[src/rtl/flashcmd_pkg.sv]
package flashcmd_pkg;

  localparam logic [7:0] CMD_KEY_A     = 8'hAA;
  localparam logic [7:0] CMD_KEY_B     = 8'h55;
  localparam logic [7:0] CMD_PROGRAM   = 8'hA0;
  localparam logic [7:0] CMD_ERASE_PRE = 8'h80;
  localparam logic [7:0] CMD_ERASE_ALL = 8'h10;
  localparam logic [7:0] CMD_ERASE_SEC = 8'h30;
  localparam logic [7:0] CMD_ID_ENTER  = 8'h90;
  localparam logic [7:0] CMD_ID_LEAVE  = 8'hF0;

  typedef enum logic [2:0] {
    SEQ_IDLE,
    SEQ_KEYED1,
    SEQ_KEYED2,
    SEQ_PGM_ARM,
    SEQ_ERS_PRE,
    SEQ_ERS_KEY1,
    SEQ_ERS_KEY2
  } seqState_t;

  typedef struct packed {
    logic startPgm;
    logic startChip;
    logic startSector;
    logic idMode;
  } ctrlStrb_t;

endpackage

[src/rtl/flashcmd_ctrl.sv]
module flashcmd_ctrl
  import flashcmd_pkg::*;
#(
  parameter int CMD_ADDR_W = 15,
  parameter logic [CMD_ADDR_W-1:0] KEY_ADDR_A = 15'h5555,
  parameter logic [CMD_ADDR_W-1:0] KEY_ADDR_B = 15'h2AAA
) (
  input  logic                  clk,
  input  logic                  rstN,
  input  logic                  busWr,
  input  logic [CMD_ADDR_W-1:0] cmdAddr,
  input  logic [7:0]            busWrData,
  input  logic                  busy,
  output ctrlStrb_t             strb
);

  seqState_t stateQ, stateNext;
  logic      idModeQ, idModeNext;
  logic      accept, atKeyA, atKeyB;

  assign accept = busWr && !busy;
  assign atKeyA = (cmdAddr == KEY_ADDR_A);
  assign atKeyB = (cmdAddr == KEY_ADDR_B);

  always_comb begin
    stateNext        = stateQ;
    idModeNext       = idModeQ;
    strb.startPgm    = 1'b0;
    strb.startChip   = 1'b0;
    strb.startSector = 1'b0;
    strb.idMode      = idModeQ;
    if (accept) begin
      // default for every accepted write: back to reads, out of id mode
      stateNext  = SEQ_IDLE;
      idModeNext = 1'b0;
      case (stateQ)
        SEQ_IDLE: begin
          if (busWrData == CMD_KEY_A && atKeyA) begin
            stateNext  = SEQ_KEYED1;
            idModeNext = idModeQ;
          end
        end
        SEQ_KEYED1: begin
          if (busWrData == CMD_KEY_B && atKeyB) begin
            stateNext  = SEQ_KEYED2;
            idModeNext = idModeQ;
          end
        end
        SEQ_KEYED2: begin
          if (atKeyA) begin
            case (busWrData)
              CMD_PROGRAM:   stateNext = SEQ_PGM_ARM;
              CMD_ERASE_PRE: stateNext = SEQ_ERS_PRE;
              CMD_ID_ENTER:  idModeNext = 1'b1;
              default:       stateNext = SEQ_IDLE;
            endcase
          end
        end
        SEQ_PGM_ARM: strb.startPgm = 1'b1;
        SEQ_ERS_PRE: begin
          if (busWrData == CMD_KEY_A && atKeyA) stateNext = SEQ_ERS_KEY1;
        end
        SEQ_ERS_KEY1: begin
          if (busWrData == CMD_KEY_B && atKeyB) stateNext = SEQ_ERS_KEY2;
        end
        SEQ_ERS_KEY2: begin
          if (busWrData == CMD_ERASE_ALL && atKeyA) strb.startChip = 1'b1;
          else if (busWrData == CMD_ERASE_SEC)      strb.startSector = 1'b1;
        end
        default: stateNext = SEQ_IDLE;
      endcase
    end
  end

  always_ff @(posedge clk or negedge rstN) begin
    if (!rstN) begin
      stateQ  <= SEQ_IDLE;
      idModeQ <= 1'b0;
    end else begin
      stateQ  <= stateNext;
      idModeQ <= idModeNext;
    end
  end

  // a write that meets busy leaves the sequence untouched
  assert_ignore_busy_R6: assert property (@(posedge clk) disable iff (!rstN)
    (busy && busWr) |=> ($stable(stateQ) && $stable(idModeQ)));

  // F0h accepted anywhere in any state leaves id mode
  assert_id_leave_R10: assert property (@(posedge clk) disable iff (!rstN)
    (busWr && !busy && busWrData == CMD_ID_LEAVE) |=> !idModeQ);

  // a write outside a key address never lets the sequence advance
  assert_key_only_R2: assert property (@(posedge clk) disable iff (!rstN)
    (busWr && !busy && stateQ == SEQ_IDLE && !atKeyA) |=> (stateQ == SEQ_IDLE));

endmodule

[src/rtl/flashcmd_dp.sv]
module flashcmd_dp
  import flashcmd_pkg::*;
#(
  parameter int          ADDR_W      = 19,
  parameter int          SECTOR_LSB  = 12,
  parameter int          BUSY_CYCLES = 20,
  parameter logic [7:0]  MFR_ID      = 8'h3D,
  parameter logic [7:0]  DEV_ID      = 8'hB7,
  localparam int         SECT_W      = ADDR_W - SECTOR_LSB,
  localparam int         CNT_W       = $clog2(BUSY_CYCLES + 1)
) (
  input  logic              clk,
  input  logic              rstN,
  input  ctrlStrb_t         strb,
  input  logic              busRd,
  input  logic [ADDR_W-1:0] busAddr,
  input  logic [7:0]        busWrData,
  input  logic [7:0]        arrRdData,
  output logic [7:0]        busRdData,
  output logic              busy,
  output logic              arrWrEn,
  output logic [ADDR_W-1:0] arrWrAddr,
  output logic [7:0]        arrWrData,
  output logic              arrEraseChip,
  output logic              arrEraseSector,
  output logic [SECT_W-1:0] arrSector
);

  logic [CNT_W-1:0] busyCntQ;
  logic             togQ;
  logic             polarQ;
  logic             anyStart;
  logic [7:0]       rdNext;

  assign anyStart = strb.startPgm || strb.startChip || strb.startSector;
  assign busy     = (busyCntQ != '0);

  always_ff @(posedge clk or negedge rstN) begin
    if (!rstN) busyCntQ <= '0;
    else if (anyStart) busyCntQ <= CNT_W'(BUSY_CYCLES);
    else if (busy) busyCntQ <= busyCntQ - 1'b1;
  end

  always_ff @(posedge clk or negedge rstN) begin
    if (!rstN) begin
      arrWrEn        <= 1'b0;
      arrEraseChip   <= 1'b0;
      arrEraseSector <= 1'b0;
      arrWrAddr      <= '0;
      arrWrData      <= '0;
      arrSector      <= '0;
      polarQ         <= 1'b0;
    end else begin
      arrWrEn        <= strb.startPgm;
      arrEraseChip   <= strb.startChip;
      arrEraseSector <= strb.startSector;
      if (strb.startPgm) begin
        arrWrAddr <= busAddr;
        arrWrData <= busWrData;
        polarQ    <= busWrData[7];
      end
      if (strb.startChip || strb.startSector) polarQ <= 1'b1;
      if (strb.startSector) arrSector <= busAddr[ADDR_W-1:SECTOR_LSB];
    end
  end

  always_comb begin
    if (busy)             rdNext = {~polarQ, togQ, 6'b0};
    else if (strb.idMode) rdNext = busAddr[0] ? DEV_ID : MFR_ID;
    else                  rdNext = arrRdData;
  end

  always_ff @(posedge clk or negedge rstN) begin
    if (!rstN) begin
      togQ      <= 1'b0;
      busRdData <= '0;
    end else begin
      if (anyStart) togQ <= 1'b0;
      else if (busRd && busy) togQ <= ~togQ;
      if (busRd) busRdData <= rdNext;
    end
  end

  // at most one array operation strobe at a time
  assert_one_op_R3: assert property (@(posedge clk) disable iff (!rstN)
    $onehot0({arrWrEn, arrEraseChip, arrEraseSector}));

  // the program strobe lasts a single cycle
  assert_pgm_pulse_R3: assert property (@(posedge clk) disable iff (!rstN)
    arrWrEn |=> !arrWrEn);

  // every operation strobe is covered by busy
  assert_busy_cover_R6: assert property (@(posedge clk) disable iff (!rstN)
    (arrWrEn || arrEraseChip || arrEraseSector) |-> busy);

  // back-to-back busy reads return opposite bit 6
  assert_toggle_R8: assert property (@(posedge clk) disable iff (!rstN)
    (busy && busRd && $past(busy && busRd)) |=> (busRdData[6] != $past(busRdData[6])));

endmodule

[src/rtl/flash_cmd_decoder.sv]
module flash_cmd_decoder
  import flashcmd_pkg::*;
#(
  parameter int         ADDR_W      = 19,
  parameter int         CMD_ADDR_W  = 15,
  parameter int         SECTOR_LSB  = 12,
  parameter int         BUSY_CYCLES = 20,
  parameter logic [7:0] MFR_ID      = 8'h3D,
  parameter logic [7:0] DEV_ID      = 8'hB7,
  localparam int        SECT_W      = ADDR_W - SECTOR_LSB
) (
  input  logic              clk,
  input  logic              rstN,
  input  logic              busWr,
  input  logic              busRd,
  input  logic [ADDR_W-1:0] busAddr,
  input  logic [7:0]        busWrData,
  output logic [7:0]        busRdData,
  output logic [ADDR_W-1:0] arrRdAddr,
  input  logic [7:0]        arrRdData,
  output logic              arrWrEn,
  output logic [ADDR_W-1:0] arrWrAddr,
  output logic [7:0]        arrWrData,
  output logic              arrEraseChip,
  output logic              arrEraseSector,
  output logic [SECT_W-1:0] arrSector,
  output logic              busy
);

  ctrlStrb_t strb;

  assign arrRdAddr = busAddr;

  flashcmd_ctrl #(
    .CMD_ADDR_W (CMD_ADDR_W)
  ) u_ctrl (
    .clk       (clk),
    .rstN      (rstN),
    .busWr     (busWr),
    .cmdAddr   (busAddr[CMD_ADDR_W-1:0]),
    .busWrData (busWrData),
    .busy      (busy),
    .strb      (strb)
  );

  flashcmd_dp #(
    .ADDR_W      (ADDR_W),
    .SECTOR_LSB  (SECTOR_LSB),
    .BUSY_CYCLES (BUSY_CYCLES),
    .MFR_ID      (MFR_ID),
    .DEV_ID      (DEV_ID)
  ) u_dp (
    .clk            (clk),
    .rstN           (rstN),
    .strb           (strb),
    .busRd          (busRd),
    .busAddr        (busAddr),
    .busWrData      (busWrData),
    .arrRdData      (arrRdData),
    .busRdData      (busRdData),
    .busy           (busy),
    .arrWrEn        (arrWrEn),
    .arrWrAddr      (arrWrAddr),
    .arrWrData      (arrWrData),
    .arrEraseChip   (arrEraseChip),
    .arrEraseSector (arrEraseSector),
    .arrSector      (arrSector)
  );

endmodule

[config.mk]
export PLATFORM = sky130hd
export DESIGN_NAME = flash_cmd_decoder
export DESIGN_NICKNAME = d
export VERILOG_FILES = /design/src/rtl/flashcmd_pkg.sv /design/src/rtl/flashcmd_ctrl.sv /design/src/rtl/flashcmd_dp.sv /design/src/rtl/flash_cmd_decoder.sv
export SDC_FILE = /design/constraint.sdc
export NUM_CORES = 1
export LEC_CHECK = 0
export BUFFER_PORTS_ARGS = -buffer_cell sky130_fd_sc_hd__buf_2
export CAP_MARGIN = 5
export CORE_MARGIN = 2
export CORE_UTILIZATION = 50
export CTS_BUF_LIST = sky130_fd_sc_hd__clkbuf_8
export DETAILED_ROUTE_END_ITERATION = 8
export GPL_TIMING_DRIVEN = 1
export HOLD_SLACK_MARGIN = 0.02
export PLACE_DENSITY = 0.89
export SLEW_MARGIN = 20
export SYNTH_ARGS = -nofsm -noshare
export SYNTH_HDL_FRONTEND = slang
export SYNTH_SLANG_ARGS = --single-unit
[constraint.sdc]
create_clock -name clk -period 2.5 [get_ports clk]
set_input_delay 0.375 -clock clk [delete_from_list [all_inputs] [get_ports clk]]
set_output_delay 0.375 -clock clk [all_outputs]
set_load 0.01 [all_outputs]
Word-level counts from Yosys, hierarchy flattened
Index checks and enable logic that the tools add are counted.

Register bits after elaboration: 56.

Reduce and logical (&&, ||, !) cells: 15. Multiplexer cells: 27. Bitwise operators: 2. Add/sub/neg operators: 1. Equal/unequal tests: 17.

Operators by type and width (count): 8-bit equality test (second input constant) (4); 8-bit two-way mux (3); 15-bit by 14-bit equality test with 1-bit output (second input constant) (1); 15-bit equality test (second input constant) (1); 3-bit case mux with 5 select lines (1); 1-bit two-way mux (13); 3-bit two-way mux (4); 5-bit two-way mux (2); 3-bit equality test (second input constant) (3); 8-bit by 5-bit equality test with 1-bit output (second input constant) (1); 8-bit by 6-bit equality test with 1-bit output (second input constant) (1); 8-bit by 7-bit equality test with 1-bit output (second input constant) (1); 3-bit by 2-bit equality test with 1-bit output (second input constant) (2); 3-bit case mux with 2 select lines (1); 2-bit nonzero test (3); 1-bit logical AND (5); 5-bit nonzero test (1); 5-bit by 1-bit subtractor with 5-bit output (second input constant) (1); 2-bit two-way mux (2); 2-bit inequality test (second input constant) (2); 3-bit by 1-bit equality test with 1-bit output (second input constant) (1); 3-bit logical NOT (1); 1-bit logical OR (3); 1-bit case mux with 3 select lines (1); 3 further kinds (4).

Depth between registers and ports, before layout
Gate-level depths: netlist of run 1.

Depth in word-level cells: 8. Mapped depth: 10.

Hierarchy
Synthesis of run 1 repeated with hierarchy kept, for this count alone.

Cell total of the unflattened synthesis: 222. Area, all modules: 2637.5 um^2.

Modules (own cells, without submodules): flashcmd_dp (times used 1, cells each 150, area each 2060.7 um^2); flashcmd_ctrl (times used 1, cells each 53, area each 434.2 um^2); flash_cmd_decoder (times used 1, cells each 19, area each 142.6 um^2).

Worst setup path after synthesis of run 1
Ideal clock, no wire load.

Path kind: flip-flop to flip-flop. From: register u_dp.busyCntQ[0]. To: register u_dp.arrSector[0]. Setup time: 0.125 ns. Data required time: 2.375 ns. Cell stages (with the launch flop): 7. Slack: 0.697 ns. Buffers on the path: 0. Arrival: 1.678 ns. Cells stage by stage: dfrtp_1 > inv_1 > ha_1 > nor4b_4 > nand3_2 > nor3_4 > mux2_2.

Cells in the longest elaborated chain, start to end: 4.

Ends and longest elaborated chain: start: declaration (line flashcmd_dp.sv:29) `logic [CNT_W-1:0] busyCntQ;`; start signal: assignment (line flashcmd_dp.sv:40) `else if (anyStart) busyCntQ <= CNT_W'(BUSY_CYCLES);`; start signal: assignment (line flashcmd_dp.sv:41) `else if (busy) busyCntQ <= busyCntQ - 1'b1;`; 5-bit nonzero test (line flashcmd_dp.sv:36) `assign busy = (busyCntQ != '0);`; 1-bit logical NOT (line flashcmd_ctrl.sv:21) `assign accept = busWr && !busy;`; 1-bit logical AND (line flashcmd_ctrl.sv:21); 3-bit two-way mux (line flashcmd_ctrl.sv:32) `if (accept) begin`; end signal: assignment (line flashcmd_dp.sv:63) `if (strb.startSector) arrSector <= busAddr[ADDR_W-1:SECTOR_LSB];`; end: declaration (line flashcmd_dp.sv:26) `output logic [SECT_W-1:0] arrSector`.

Every way passes these cells. A chain may end at the register's enable or synchronous reset.

Worst setup path in the final report of run 1
From: register u_dp.busyCntQ[0]. To: output busy.

Cells in the longest elaborated chain, start to end: 1.

Ends and longest elaborated chain: 5-bit nonzero test (line flashcmd_dp.sv:36); end: declaration (line flash_cmd_decoder.sv:27) `output logic busy`.

Every way passes these cells.

==> results.md, run 1 <==
- The run finished with clean final reports.
- The setup slack on the worst flop-to-flop path is ~380 ps.
- The hold violation total from the final report was 0.
- The required time at the worst-slack endpoint is 2120 ps.
- Measured along the x axis, the die boundary spans 76.8 microns.
- Entering global routing, the biggest net connects 31 pins.
- Clock tree synthesis inserted a total of 5 buffers.
- The initial DRC count is ~70.
- The remaining number of nets flagged by the antenna check after routing is 0.
- Summed over all failing endpoints, the final setup total negative slack is 0 ps.
- At the end of routability-driven placement, the weighted congestion stood at around 0.86.
- Across the run, the number of max-cap violations was 0.
- Hold is met by between 80 and 90 ps.
- The delay of the slowest cell on the worst path is slightly below 400 ps.
- By area, the combinational part of the netlist is dominated by simple AND/OR/NAND/NOR gates.
- When the netlist entered floorplanning its net count stood at between 300 and 400.
- The floorplan die area is 5900 sq um.
- The routed wirelength normalized by instance count is 14.8 microns.
- For this design, the slowest cell found on the critical path is sky130_fd_sc_hd__dfrtp_1.
- In the final design database the tool counted roughly 400 nets.
- In this run, synthesis inferred 0 flip-flops with an integrated enable.
- The first-pass GRT wire length is 10.5 mm.
- Summing over every cut layer, the via total after detailed routing is 2221.
- Setup slack on the critical path of the routed design comes to approximately 340 ps.
- On the final layout, the worst clock skew is roughly 11 ps.
- The startpoint identified for the worst register-to-register timing path is u_dp.busyCntQ[0].
- At the worst endpoint, the arrival time is between 1500 and 2000 ps.
- The count of final setup violators is 0.
- The area of the core is between 5000 and 6000 sq um.
- The maximum vdd drop is around 420 uV.
- The clock period minus worst slack is 2160 ps.
- The startpoint kind of the worst setup timing path is a register.
- The H-tree was split into 2 levels.
- In the synthesized netlist, the number of instances is roughly 270.
- The count of boundary I/O pins is about 100.
- In the routed design, unresolved DRC markers number 0.
- Detailed placement ended at an HPWL of ~4.7 mm.
- In this run the worst setup path begins at u_dp.busyCntQ[0].
- Summing the areas of all compound-gate instances in the mapped netlist gives around 6.2% of the synthesized area.
- The total power density per cell area is approximately 550 nW/um^2.
- The die extent in y is 76.8 microns.
- After detailed routing, the number of vias per cell comes to between 5 and 6.
- In this run the tool buffered the top-level ports with roughly 100 buffer cells.
- Of the post-synthesis cell area, the part taken by muxes is 4.58%.
- For this run, the total global-route usage over all layers was measured as around 22%.
- TritonCTS built the clock tree.
- The fmax is roughly 0.46 GHz.
- The leakage component of the power is 1.83 nW.
- The first TritonRoute pass finished after 4 iterations.
- After Yosys synthesis, XOR and XNOR cells account for between 1 and 1.5% of the synthesized area.
- The antenna diode count is 0.
- The post-synthesis register bit count is 56.
- After clock tree synthesis, the repair step resized 0 gates.
- The kind of path behind the tightest hold check is in2async.
- The post-synthesis share of cell area spent on full adders, half adders and majority gates is less than 1%.
- Once the clock tree was built, the setup fixing pass inserted 0 buffers.
- The layout has 433 filler cells.
- The total power consumption of the routed design is about 1.8 mW.
- In this run the worst setup path terminates at busy.
- Of all nets on the critical path, the largest fanout is 10.
- The sequential element share of the synthesized area is 52.9%.
- The number of antenna violations at the first check in global routing is 0.
- The tightest slew margin relative to the limit is 55.0%.
- The max-slew violation count is 0.
- CTS saw 56 sinks.
- The number of global-route vias before repair came to 2172.
- Setup repair after global routing left no endpoint under its margin.
- The quantity of hold-fixing buffers added after cts is 0.
- The count of standard-cell rows is 26.
- The final cell count without fillers is 428.
- The synthesized netlist devotes between 20% and 30% of its cell area to simple gates.
- The count of yosys warnings during synthesis is 0.
- Timing analysis after detailed placement gives a worst setup slack of 419 ps.
- The post-route netlist has a little over a third of its cells at a drive strength greater than 1.
- The worst-skew pair later-pin latency is about 310 ps.
- Traced cell by cell, the critical path runs through inv_1 > ha_1 > nor4b_4 > buf_4 > inv_2 > buf_2.
- The aggregate routed wire length is about 6.4 mm.
- At the pin with the least slew margin, the transition time is 675 ps.
- The maximum number of buffers from clock root to sink is 2.
- The post-route clock period utilization is between 80% and 90%.
- The area added between synthesis and finish is 21.3%.
- A synthesized cell averages around 9.7 sq um.
- The mapped cell area is ~2700 sq um.
- The flip-flop cell with the highest count after synthesis is sky130_fd_sc_hd__dfrtp_1.
- The remaining global-route overflow is 0.
- The number of cells on the worst reg-to-reg path is 8.
- The worst setup path is captured at an output pin.
- The clock transition time at the flip-flop clock pins of the worst setup and hold paths is 100 ps.
- The buffer type at the clock tree root is sky130_fd_sc_hd__clkbuf_8.
- The effective utilization at floorplan is just over 50%.
- The type of the worst setup path is reg2out.
- The fraction of registers with async set or reset after synthesis is 100%.
- The critical register-to-register path endpoint is u_dp.togQ.
- After detailed placement, the design holds a cell count of 420.
- Counting distinct cell types in the post-synthesis netlist gives approximately 40.
logic make-up (layout without fill, tap and decap cells):
group,Yosys count,after routing
muxes,11,11
AOI/OAI and AO/OA,27,27
buffers and inverters,41,127
xor gates and xnor gates,4,4
DFF,56,56
adders and majority gates,2,2
and+or+nand+nor,131,131
cell type report:
cell class | instances | area (sq um) | share of cell area, %
Clock buffer | 5 | 68.8 | 2.14
Inverter | 13 | 51.3 | 1.60
Timing Repair Buffer | 106 | 551 | 17.1
Sequential cell | 56 | 1400 | 43.6
Multi-Input combinational cell | 175 | 1010 | 31.4
Clock inverter | 3 | 46.3 | 1.44
Tap cell | 70 | 87.6 | 2.72
registers in the layout, indices dropped and copies added, names as in the netlist:
name	cells
u_ctrl.idModeQ	1
u_dp.polarQ	1
u_dp.arrWrData	8
u_dp.arrWrEn	1
u_dp.arrWrAddr	19
u_dp.arrEraseSector	1
u_dp.arrEraseChip	1
u_ctrl.stateQ	3
u_dp.busRdData	8
u_dp.togQ	1
u_dp.arrSector	7
u_dp.busyCntQ	5
critical path, delay by kind of cell, from the launching register on:
kind                     cells  cell delay [ps]
adder cells (fa/ha/maj)      1              200
AND/OR/NAND/NOR              1              270
flip-flops                   1              390
buffers and inverters        4              620
layer usage:
layer	global-route usage (%)	wire length [microns]	up-vias
met2	35.8	2940	109
met5	0	0	-
li1	-	-	1051
met4	5.64	63	0
met3	5.88	517	8
met1	29.7	2830	1053
report_power, final:
part | switching (mW) | total (mW) | internal, mW
sequential | 0.0246 | 0.966 | 0.941
combinational | 0.114 | 0.197 | 0.0820
clock | 0.305 | 0.607 | 0.302
total | 0.444 | 1.77 | 1.33
worst min-delay path by stage:
stage	end	from	cells after the start	slack, ps
floorplan	u_ctrl.idModeQ	rstN	0	80
global placement	u_dp.arrEraseChip	rstN	1	440
detailed placement	u_dp.arrEraseChip	rstN	1	450
CTS	u_dp.busRdData[3]	rstN	1	110
global route	u_dp.busRdData[3]	rstN	1	130
finish	u_dp.busRdData[3]	rstN	1	90
through the flow:
stage                     utilization, %  area (sq um)
final                               63.0          3220
after CTS                           63.0          3220
after floorplan                        -          2650
after global routing                63.0          3220
after detailed placement            60.7          3100
after global placement              60.7          3100
cell usage in the layout (no fill, tap or decap), types with 3 or more instances in the layout:
cell / instances
sky130_fd_sc_hd__dfrtp_1: 56
sky130_fd_sc_hd__o21ai_0: 11
sky130_fd_sc_hd__nor4_1: 3
sky130_fd_sc_hd__o211ai_1: 5
sky130_fd_sc_hd__nor3b_1: 3
sky130_fd_sc_hd__nand2_1: 85
sky130_fd_sc_hd__inv_1: 11
sky130_fd_sc_hd__a211oi_1: 3
sky130_fd_sc_hd__clkbuf_8: 5
sky130_fd_sc_hd__buf_2: 103
sky130_fd_sc_hd__a21oi_1: 3
sky130_fd_sc_hd__mux2_2: 9
sky130_fd_sc_hd__nor4bb_1: 5
sky130_fd_sc_hd__nor2_1: 8
sky130_fd_sc_hd__nand3_1: 7
sky130_fd_sc_hd__nor3_1: 3
cells in the mapped netlist (3+ instances only):
| master | count | area, sq um |
|---|---|---|
| sky130_fd_sc_hd__inv_1 | 11 | 41.3 |
| sky130_fd_sc_hd__nand3_1 | 7 | 35.0 |
| sky130_fd_sc_hd__nor4_1 | 3 | 18.8 |
| sky130_fd_sc_hd__nor3b_1 | 3 | 22.5 |
| sky130_fd_sc_hd__a211oi_1 | 3 | 22.5 |
| sky130_fd_sc_hd__o21ai_0 | 11 | 55.1 |
| sky130_fd_sc_hd__mux2_2 | 9 | 101 |
| sky130_fd_sc_hd__a21oi_1 | 3 | 15.0 |
| sky130_fd_sc_hd__o211ai_1 | 5 | 37.5 |
| sky130_fd_sc_hd__buf_4 | 22 | 165 |
| sky130_fd_sc_hd__nand2_1 | 85 | 319 |
| sky130_fd_sc_hd__nor2_1 | 8 | 30.0 |
| sky130_fd_sc_hd__clkbuf_1 | 5 | 18.8 |
| sky130_fd_sc_hd__nor4bb_1 | 5 | 50.1 |
| sky130_fd_sc_hd__dfrtp_1 | 56 | 1400 |
| sky130_fd_sc_hd__nor3_1 | 3 | 15.0 |
Power figures use the tool's default switching activity.
==> inputs of run 2 (changes only) <==
- SYNTH_HIERARCHICAL: not set -> 1
==> run 2 against run 1 <==
  * Synthesized cell count is 18% lower
  * Clock-buffer cell count is the same
  * Total power grew 59%
  * Hold slack better by 41 ps
  * Maximum frequency fell by 7.4%
  * Flip-flop and latch count unchanged
  * Core utilization rose by 0.76 points
  * Critical path depth grew 4
  * Area after synthesis decreased by 0.52%
  * Worst setup slack lost 170 ps
  * Sequential power grew 40%
  * Sequential share of layout area decreased by 0.52 points
  * Largest power group unchanged
  * Highest routed layer unchanged
==> results.md, run 2 <==
- Run status: finished, final reports clean (unchanged).
- The final setup slack of the worst path is 164 ps (was 338 ps).
- The quantity of hold-fixing buffers added after cts is 0 (unchanged).
- The max-cap check violation count is 0 (unchanged).
- The worst clock skew was 10.6 ps (was 11.3 ps).
- The detailed-router iteration count before antenna repair is 4 (unchanged).
- The leakage component of the power was 1.71 nW (was 1.83 nW).
- The share of power burned in registers is 48.0% (was 54.6%).
- The hold violation total from the final report is 0 (unchanged).
- The top cell type's share of synthesized area is 53.1% (was 52.9%).
- The number of global-route vias before repair was 2055 (was 2172).
- The aggregate routed wire length was 5.82 mm (was 6.35 mm).
- The total power density per cell area was 866 nW/um^2 (was 550 nW/um^2).
- The tightest slew margin relative to the limit came to 51.4% (was 55.0%).
- The area added between synthesis and finish is 23.4% (was 21.3%).
- The routed wirelength normalized by instance count is 15.1 microns (was 14.8 microns).
- The pin slew with the least headroom to its limit is 729 ps (was 675 ps).
- The floorplan die area was 5870 sq um (was 5900 sq um).
- The flip-flop cell with the highest count after synthesis is sky130_fd_sc_hd__dfrtp_1 (unchanged).
- The initial DRC count was 82 (was 69).
- The number of antenna violations at the first check in global routing was 0 (unchanged).
- The maximum number of buffers from clock root to sink was 2 (unchanged).
- The pin count of the biggest net entering global routing is 35 (was 31).
- The mapped cell area was 2640 sq um (was 2650 sq um).
- The die boundary width came to 76.6 microns (was 76.8 microns).
- The routed via count is 2056 (was 2221).
- The number of cells on the worst reg-to-reg path is 10 (was 8).
- The count of flip-flops with a built-in enable after synthesis came to 0 (unchanged).
- The fraction of registers with async set or reset after synthesis was 100% (unchanged).
- The maximum fanout along the worst path is 7 (was 10).
- The worst hold slack came to 126 ps (was 85.1 ps).
- The startpoint kind of the worst setup timing path was a register (unchanged).
- The first-pass GRT wire length came to 9.63 mm (was 10.5 mm).
- The number of distinct standard cells referenced by the synthesized netlist is 41 (unchanged).
- CP Cell Sequence: inv_1 > ha_1 > nor4b_4 > inv_2 > nor2_4 > nand3_1 > or3_1 > nor2_1 > buf_4 > mux2_2 (was inv_1 > ha_1 > nor4b_4 > buf_4 > inv_2 > buf_2).
- The endpoint type of the worst setup path is a register (was output pin).
- The total power consumption of the routed design is 2.82 mW (was 1.77 mW).
- The area of the multi-input gates is 1010 sq um (about the same).
- Registers with the most flip-flops: u_dp/arrWrAddr: 19 flops, u_dp/arrWrData: 8 flops, u_dp/busRdData: 8 flops (was u_dp.arrWrAddr: 19 flops, u_dp.arrWrData: 8 flops, u_dp.busRdData: 8 flops).
- Unrepaired setup endpoints after global routing: no (unchanged).
- The worst-skew pair later-pin latency is 310 ps (about the same).
- The post-placement cell count came to 378 (was 420).
- The sequential element share of the synthesized area came to 53.1% (was 52.9%).
- The internal power was 1.93 mW (was 1.33 mW).
- The number of fill cells is 389 (was 433).
- The max-slew violation count is 0 (unchanged).
- The delay of the slowest cell on the worst path is 400 ps (was 390 ps).
- The post-synthesis register bit count is 56 (unchanged).
- The power share of the combinational group is 31.8% (was 11.1%).
- The final cell count without fillers came to 386 (was 428).
- The die extent in y is 76.6 microns (was 76.8 microns).
- The count of standard-cell rows was 26 (unchanged).
- The global placer's final weighted congestion is 1.00 (was 0.861).
- The biggest area consumer among synthesized cells is sky130_fd_sc_hd__dfrtp_1 (unchanged).
- The fraction of layout cells with a size suffix above 1 is 50.6% (was 36.3%).
- The buffer type at the clock tree root is sky130_fd_sc_hd__clkbuf_8 (unchanged).
- The register with the most flip-flops is u_dp/arrWrAddr (was u_dp.arrWrAddr).
- The pre-CTS setup slack was 168 ps (was 419 ps).
- The setup TNS is 0 ps (unchanged).
- The critical path arrival is 2530 ps (was 1790 ps).
- Top post-synthesis cells by area: sky130_fd_sc_hd__dfrtp_1, sky130_fd_sc_hd__mux2_2, sky130_fd_sc_hd__buf_4 (was sky130_fd_sc_hd__dfrtp_1, sky130_fd_sc_hd__nand2_1, sky130_fd_sc_hd__buf_4).
- The detailed-route vias per instance is 5.33 (was 5.19).
- The clock transition time at the flip-flop clock pins of the worst setup and hold paths is 90 ps (was 100 ps).
- The post-cts resize count was 0 (unchanged).
- The part of the total power dissipated in the clock network came to 20.2% (was 34.3%).
- The final layout net count is 355 (was 398).
- The total setup buffers inserted after CTS is 0 (unchanged).
- The remaining number of nets flagged by the antenna check after routing is 0 (unchanged).
- The effective utilization at floorplan is 51.6% (was 51.9%).
- The per-instance average area after synthesis was 11.9 sq um (was 9.75 sq um).
- The global-route total usage across every layer is 20.4% (was 22.1%).
- The net count after synthesis is 262 (was 313).
- The antenna diode count is 0 (unchanged).
- The count of boundary I/O pins is 104 (unchanged).
- The number of buffers inserted by port buffering is 103 (unchanged).
- The post-synthesis cell count is 222 (was 272).
- The most frequent standard cell in the layout excluding fill and tap cells was sky130_fd_sc_hd__buf_2 (unchanged).
- The maximum vdd drop came to 431 uV (was 421 uV).
- The cell with the largest stage delay on the worst path was sky130_fd_sc_hd__or3_1 (was sky130_fd_sc_hd__dfrtp_1).
- The required time at the worst-slack endpoint is 2700 ps (was 2120 ps).
- The clock sink total is 56 (unchanged).
- The area of the core came to 5110 sq um (unchanged).
- Most frequent cells in the layout: sky130_fd_sc_hd__buf_2, sky130_fd_sc_hd__dfrtp_1, sky130_fd_sc_hd__mux2_2, sky130_fd_sc_hd__inv_1, sky130_fd_sc_hd__nor2_1 (was sky130_fd_sc_hd__buf_2, sky130_fd_sc_hd__nand2_1, sky130_fd_sc_hd__dfrtp_1, sky130_fd_sc_hd__inv_1, sky130_fd_sc_hd__o21ai_0).
- The power spent charging and discharging nets came to 0.892 mW (was 0.444 mW).
- The kind of path behind the tightest hold check was in2async (unchanged).
- The number of CTS-inserted buffers is 5 (unchanged).
- The area occupied by registers came to 1400 sq um (unchanged).
- The HPWL reported at the end of detailed placement is 4.56 mm (was 4.66 mm).
- The fmax is 0.428 GHz (was 0.463 GHz).
- The count of yosys warnings during synthesis is 6 (was 0).
- The fraction of power spent switching nets is 31.7% (was 25.1%).
- The type of the worst setup path is reg2reg (was reg2out).
- The DRC violation count after routing was 0 (unchanged).
- The H-tree level count came to 2 (unchanged).
- The most instantiated library cell after synthesis is sky130_fd_sc_hd__dfrtp_1 (was sky130_fd_sc_hd__nand2_1).
- Top cell types by occurrence after synthesis: sky130_fd_sc_hd__dfrtp_1, sky130_fd_sc_hd__mux2_2, sky130_fd_sc_hd__buf_4 (was sky130_fd_sc_hd__nand2_1, sky130_fd_sc_hd__dfrtp_1, sky130_fd_sc_hd__buf_4).
- The post-route clock period utilization is 93.4% (was 86.5%).
- The count of final setup violators is 0 (unchanged).
- The clock period minus worst slack was 2340 ps (was 2160 ps).
- The remaining global-route overflow came to 0 (unchanged).
- The flip-flop count of the largest register after layout is 19 (unchanged).
- The TritonCTS clock tree is done (unchanged).
-- run 2: cell types whose count changed after synthesis, moves of 4 or more --
cell,change
sky130_fd_sc_hd__mux2_2,+24
sky130_fd_sc_hd__nand2_1,-78
sky130_fd_sc_hd__nor2_1,+4
sky130_fd_sc_hd__nor3_1,+5
sky130_fd_sc_hd__or3_1,+6
-- run 2: final cells by class --
type                    instances  area share (%)
repair buffers                113            18.5
inverters                      13            1.50
well taps                      70            2.69
multi-input cells             126            30.9
clock buffers                   5            2.11
clock inverters                 3            1.19
flip-flops and latches         56            43.1
-- run 2: per-layer routing --
metal | global-route usage, % | wire length (microns) | up-vias | share of wire (%)
li1 | - | - | 956 | -
met1 | 26.5 | 2440 | 989 | 42
met2 | 33.7 | 2900 | 105 | 50
met3 | 5.09 | 434 | 6 | 7.5
met4 | 6.73 | 46 | 0 | 0.79
met5 | 0 | 0 | - | 0
-- run 2: final timing paths --
kind / end / startpoint / slack [ps]
min reg2reg: u_dp/busRdData[1] / u_dp/busRdData[1] / 480
min: u_dp/arrWrData[3] / rstN / 130
max: u_dp/arrSector[1] / u_dp/busyCntQ[0] / 160
min in group clk: u_dp/arrWrAddr[17] / busAddr[17] / 320
max in group asynchronous: u_dp/arrWrData[2] / rstN / 1730
max reg2reg: u_dp/arrSector[1] / u_dp/busyCntQ[0] / 160
-- run 2: critical path: cells and delay by family (launching register included) --
kind / cells / cell delay, ps
simple gates: 5 / 960
mux: 1 / 340
fa+ha+maj: 1 / 190
flops: 1 / 390
buf+inv: 3 / 350
-- run 2: stage by stage --
stage,area [sq um],utilization (%)
finish,3250,63.7
detailed placement,3150,61.6
CTS,3250,63.7
global route,3250,63.7
global placement,3150,61.6
floorplan,2650,-
-- run 2: power groups by stage --
stage	Clock (mW)	Combinational, mW	Sequential (mW)
after floorplan	0	0.450	1.44
final	0.569	0.897	1.35
after CTS	0.598	0.909	1.35
after global placement	0	0.875	1.35
after detailed placement	0	0.907	1.37
after global routing	0.627	0.980	1.39
-- run 2: cell families (layout without fill, tap and decap cells) --
kind of cell    after synthesis  after routing  share of synthesized area, %
compound gates               28             28                          6.78
fa+ha+maj                     1              1                         0.474
buf+inv                      40            134                          9.01
flops                        56             56                          53.1
mux                          39             39                          16.6
simple gates                 58             58                          14.0
==> inputs of run 3 (changes only) <==
- CORE_ASPECT_RATIO: not set -> 2
==> run 3 against run 2 <==
  * Core utilization is 0.56 points higher
  * Final cell count down 3.1%
  * Clock power increased by 9.1%
  * Register-to-register slack about the same
  * Global-route usage up 1.1 points
  * Total power is 2.5% higher
  * Sequential share of layout area decreased by 0.25 points
  * Combinational power rose by 1%
  * Maximum frequency decreased by 0.30%
  * Flip-flop and latch count did not move
  * Critical path type unchanged
  * Critical endpoint is now u_dp/arrSector[4]
  * Largest cell class unchanged
==> results.md, run 3 (synthesized netlist as in run 2, its figures left out) <==
- The count of final setup violators came to 0 (unchanged).
- The area added between synthesis and finish is 24.1% (was 23.4%).
- The maximum number of buffers from clock root to sink is 2 (unchanged).
- The post-placement cell count is 365 (was 378).
- The startpoint kind of the worst setup timing path is a register (unchanged).
- The detailed-router iteration count before antenna repair is 4 (unchanged).
- The remaining number of nets flagged by the antenna check after routing is 0 (unchanged).
- The part of the total power dissipated in the clock network is 21.5% (was 20.2%).
- The effective utilization at floorplan is 51.8% (was 51.6%).
- The number of buffers inserted by port buffering came to 103 (unchanged).
- The startpoint of the worst register-to-register path is u_dp/busyCntQ[0] (unchanged).
- The DRC violation count after routing is 0 (unchanged).
- The antenna diode count came to 0 (unchanged).
- The critical path arrival is 2540 ps (was 2530 ps).
- The max-slew violation count is 0 (unchanged).
- The flip-flop count of the largest register after layout came to 19 (unchanged).
- CP Cell Sequence: inv_1 > ha_1 > nor4b_4 > inv_2 > nor2_4 > nand3_1 > or3_1 > nor2_2 > buf_4 > mux2_2 (was inv_1 > ha_1 > nor4b_4 > inv_2 > nor2_4 > nand3_1 > or3_1 > nor2_1 > buf_4 > mux2_2).
- The final setup slack of the worst path is 157 ps (was 164 ps).
- The H-tree level count was 2 (unchanged).
- The fraction of power spent switching nets is 32.0% (was 31.7%).
- The count of standard-cell rows was 37 (was 26).
- The power spent charging and discharging nets is 0.925 mW (was 0.892 mW).
- The share of power burned in registers is 47.0% (was 48.0%).
- The summed area of non-filler cells in the final layout was 3270 sq um (was 3250 sq um).
- The fmax is 0.427 GHz (was 0.428 GHz).
- The pre-CTS setup slack was 91.7 ps (was 168 ps).
- The final cell count without fillers is 374 (was 386).
- The post-route clock period utilization is 93.7% (was 93.4%).
- The first-pass GRT wire length is 10.0 mm (was 9.63 mm).
- The fraction of layout cells with a size suffix above 1 is 51.6% (was 50.6%).
- The max-cap check violation count is 0 (unchanged).
- The setup TNS was 0 ps (unchanged).
- The worst clock skew is 11.6 ps (was 10.6 ps).
- The cell with the largest stage delay on the worst path is sky130_fd_sc_hd__dfrtp_1 (was sky130_fd_sc_hd__or3_1).
- The register with the most flip-flops was u_dp/arrWrAddr (unchanged).
- The pin slew with the least headroom to its limit is 634 ps (was 729 ps).
- The type of the worst setup path is reg2reg (unchanged).
- The maximum vdd drop is 593 uV (was 431 uV).
- The power share of the combinational group is 31.5% (was 31.8%).
- The number of global-route vias before repair came to 2071 (was 2055).
- The clock sink total is 56 (unchanged).
- The global placer's final weighted congestion is 0.883 (was 1.00).
- The clock period minus worst slack is 2340 ps (about the same).
- The remaining global-route overflow is 0 (unchanged).
- The TritonCTS clock tree was done (unchanged).
- The routed wirelength normalized by instance count is 16.4 microns (was 15.1 microns).
- The HPWL reported at the end of detailed placement is 4.85 mm (was 4.56 mm).
- The number of antenna violations at the first check in global routing is 0 (unchanged).
- The final layout net count is 355 (unchanged).
- The startpoint of the worst setup timing path is u_dp/busyCntQ[0] (unchanged).
- The detailed-route vias per instance is 5.47 (was 5.33).
- The leakage component of the power is 1.72 nW (was 1.71 nW).
- Most frequent cells in the layout: sky130_fd_sc_hd__buf_2, sky130_fd_sc_hd__dfrtp_1, sky130_fd_sc_hd__mux2_2, sky130_fd_sc_hd__inv_1, sky130_fd_sc_hd__nor2_1 (unchanged).
- Registers with the most flip-flops: u_dp/arrWrAddr: 19 flops, u_dp/arrWrData: 8 flops, u_dp/busRdData: 8 flops (unchanged).
- The die extent in y is 107 microns (was 76.6 microns).
- The floorplan die area came to 5910 sq um (was 5870 sq um).
- The aggregate routed wire length came to 6.14 mm (was 5.82 mm).
- The endpoint type of the worst setup path is a register (unchanged).
- The number of CTS-inserted buffers is 5 (unchanged).
- The die boundary width came to 55.4 microns (was 76.6 microns).
- The initial DRC count is 36 (was 82).
- The area after detailed placement is 3140 sq um (was 3150 sq um).
- The tightest slew margin relative to the limit is 57.7% (was 51.4%).
- The global-route total usage across every layer was 21.5% (was 20.4%).
- The hold violation total from the final report is 0 (unchanged).
- The internal power was 1.96 mW (was 1.93 mW).
- The quantity of hold-fixing buffers added after cts came to 0 (unchanged).
- The area of the core came to 5090 sq um (was 5110 sq um).
- The most frequent standard cell in the layout excluding fill and tap cells was sky130_fd_sc_hd__buf_2 (unchanged).
- The delay of the slowest cell on the worst path was 400 ps (about the same).
- Run status: finished, final reports clean (unchanged).
- The clock transition time at the flip-flop clock pins of the worst setup and hold paths is 100 ps (was 90 ps).
- The required time at the worst-slack endpoint came to 2700 ps (about the same).
- The buffer type at the clock tree root was sky130_fd_sc_hd__clkbuf_8 (unchanged).
- Unrepaired setup endpoints after global routing: no (unchanged).
- The total power density per cell area is 882 nW/um^2 (was 866 nW/um^2).
- The count of boundary I/O pins came to 104 (unchanged).
- The routed via count was 2045 (was 2056).
- The kind of path behind the tightest hold check is in2async (unchanged).
- The worst-skew pair later-pin latency came to 310 ps (about the same).
- The maximum fanout along the worst path is 7 (unchanged).
- The pin count of the biggest net entering global routing was 30 (was 35).
## run 3: worst paths after layout
check / endpoint / slack [ps] / cells past startpoint
setup / recovery: u_dp/arrSector[4] / 160 / 10
hold / removal: u_dp/arrWrData[5] / 80 / 1
setup reg to reg: u_dp/arrSector[4] / 160 / 10
hold reg to reg: u_dp/busRdData[1] / 490 / 1
max in group asynchronous: u_dp/arrWrAddr[0] / 1850 / 2
min in group clk: u_dp/busRdData[4] / 320 / 3
## run 3: layout make-up
cell class | instances | area (sq um)
fillers | 434 | 1820
repair buffers | 113 | 616
well taps | 58 | 72.6
flip-flops and latches | 56 | 1400
clock buffers | 6 | 82.6
multi-input cells | 126 | 1010
inverters | 13 | 48.8
clock inverters | 2 | 38.8
## run 3: worst max-delay path, delay by kind of cell, from the launching register on
kind | cells | cell delay (ps)
and+or+nand+nor | 5 | 960
DFF | 1 | 400
buffers and inverters | 3 | 350
muxes | 1 | 340
adders and majority gates | 1 | 190
## run 3: through the flow
stage               power, mW  hold slack [ps]  util [%]
global placement         2.23              421      61.6
floorplan                1.89             79.4         -
finish                   2.89             79.5      64.3
global route             3.07              125      64.3
detailed placement       2.28              434      61.6
CTS                      2.90             94.4      64.0
## run 3: layer usage
layer,global-route usage [%],part of all wire (%),routed length [microns]
met1,23.3,35,2160
met2,40.6,57,3490
met3,2.77,4.9,303
met4,9.58,3.1,191
met5,0,0,0
## run 3: timing repair
item,CTS,global route
gates resized for setup,0,2
setup endpoints to repair,0,37
setup buffers,0,1
## run 3: power groups by stage
stage	clock network (mW)	registers [mW]	logic, mW
after floorplan	0	1.44	0.450
after global placement	0	1.36	0.876
after detailed placement	0	1.37	0.912
after CTS	0.633	1.36	0.916
after global routing	0.669	1.39	1.01
final	0.621	1.36	0.909
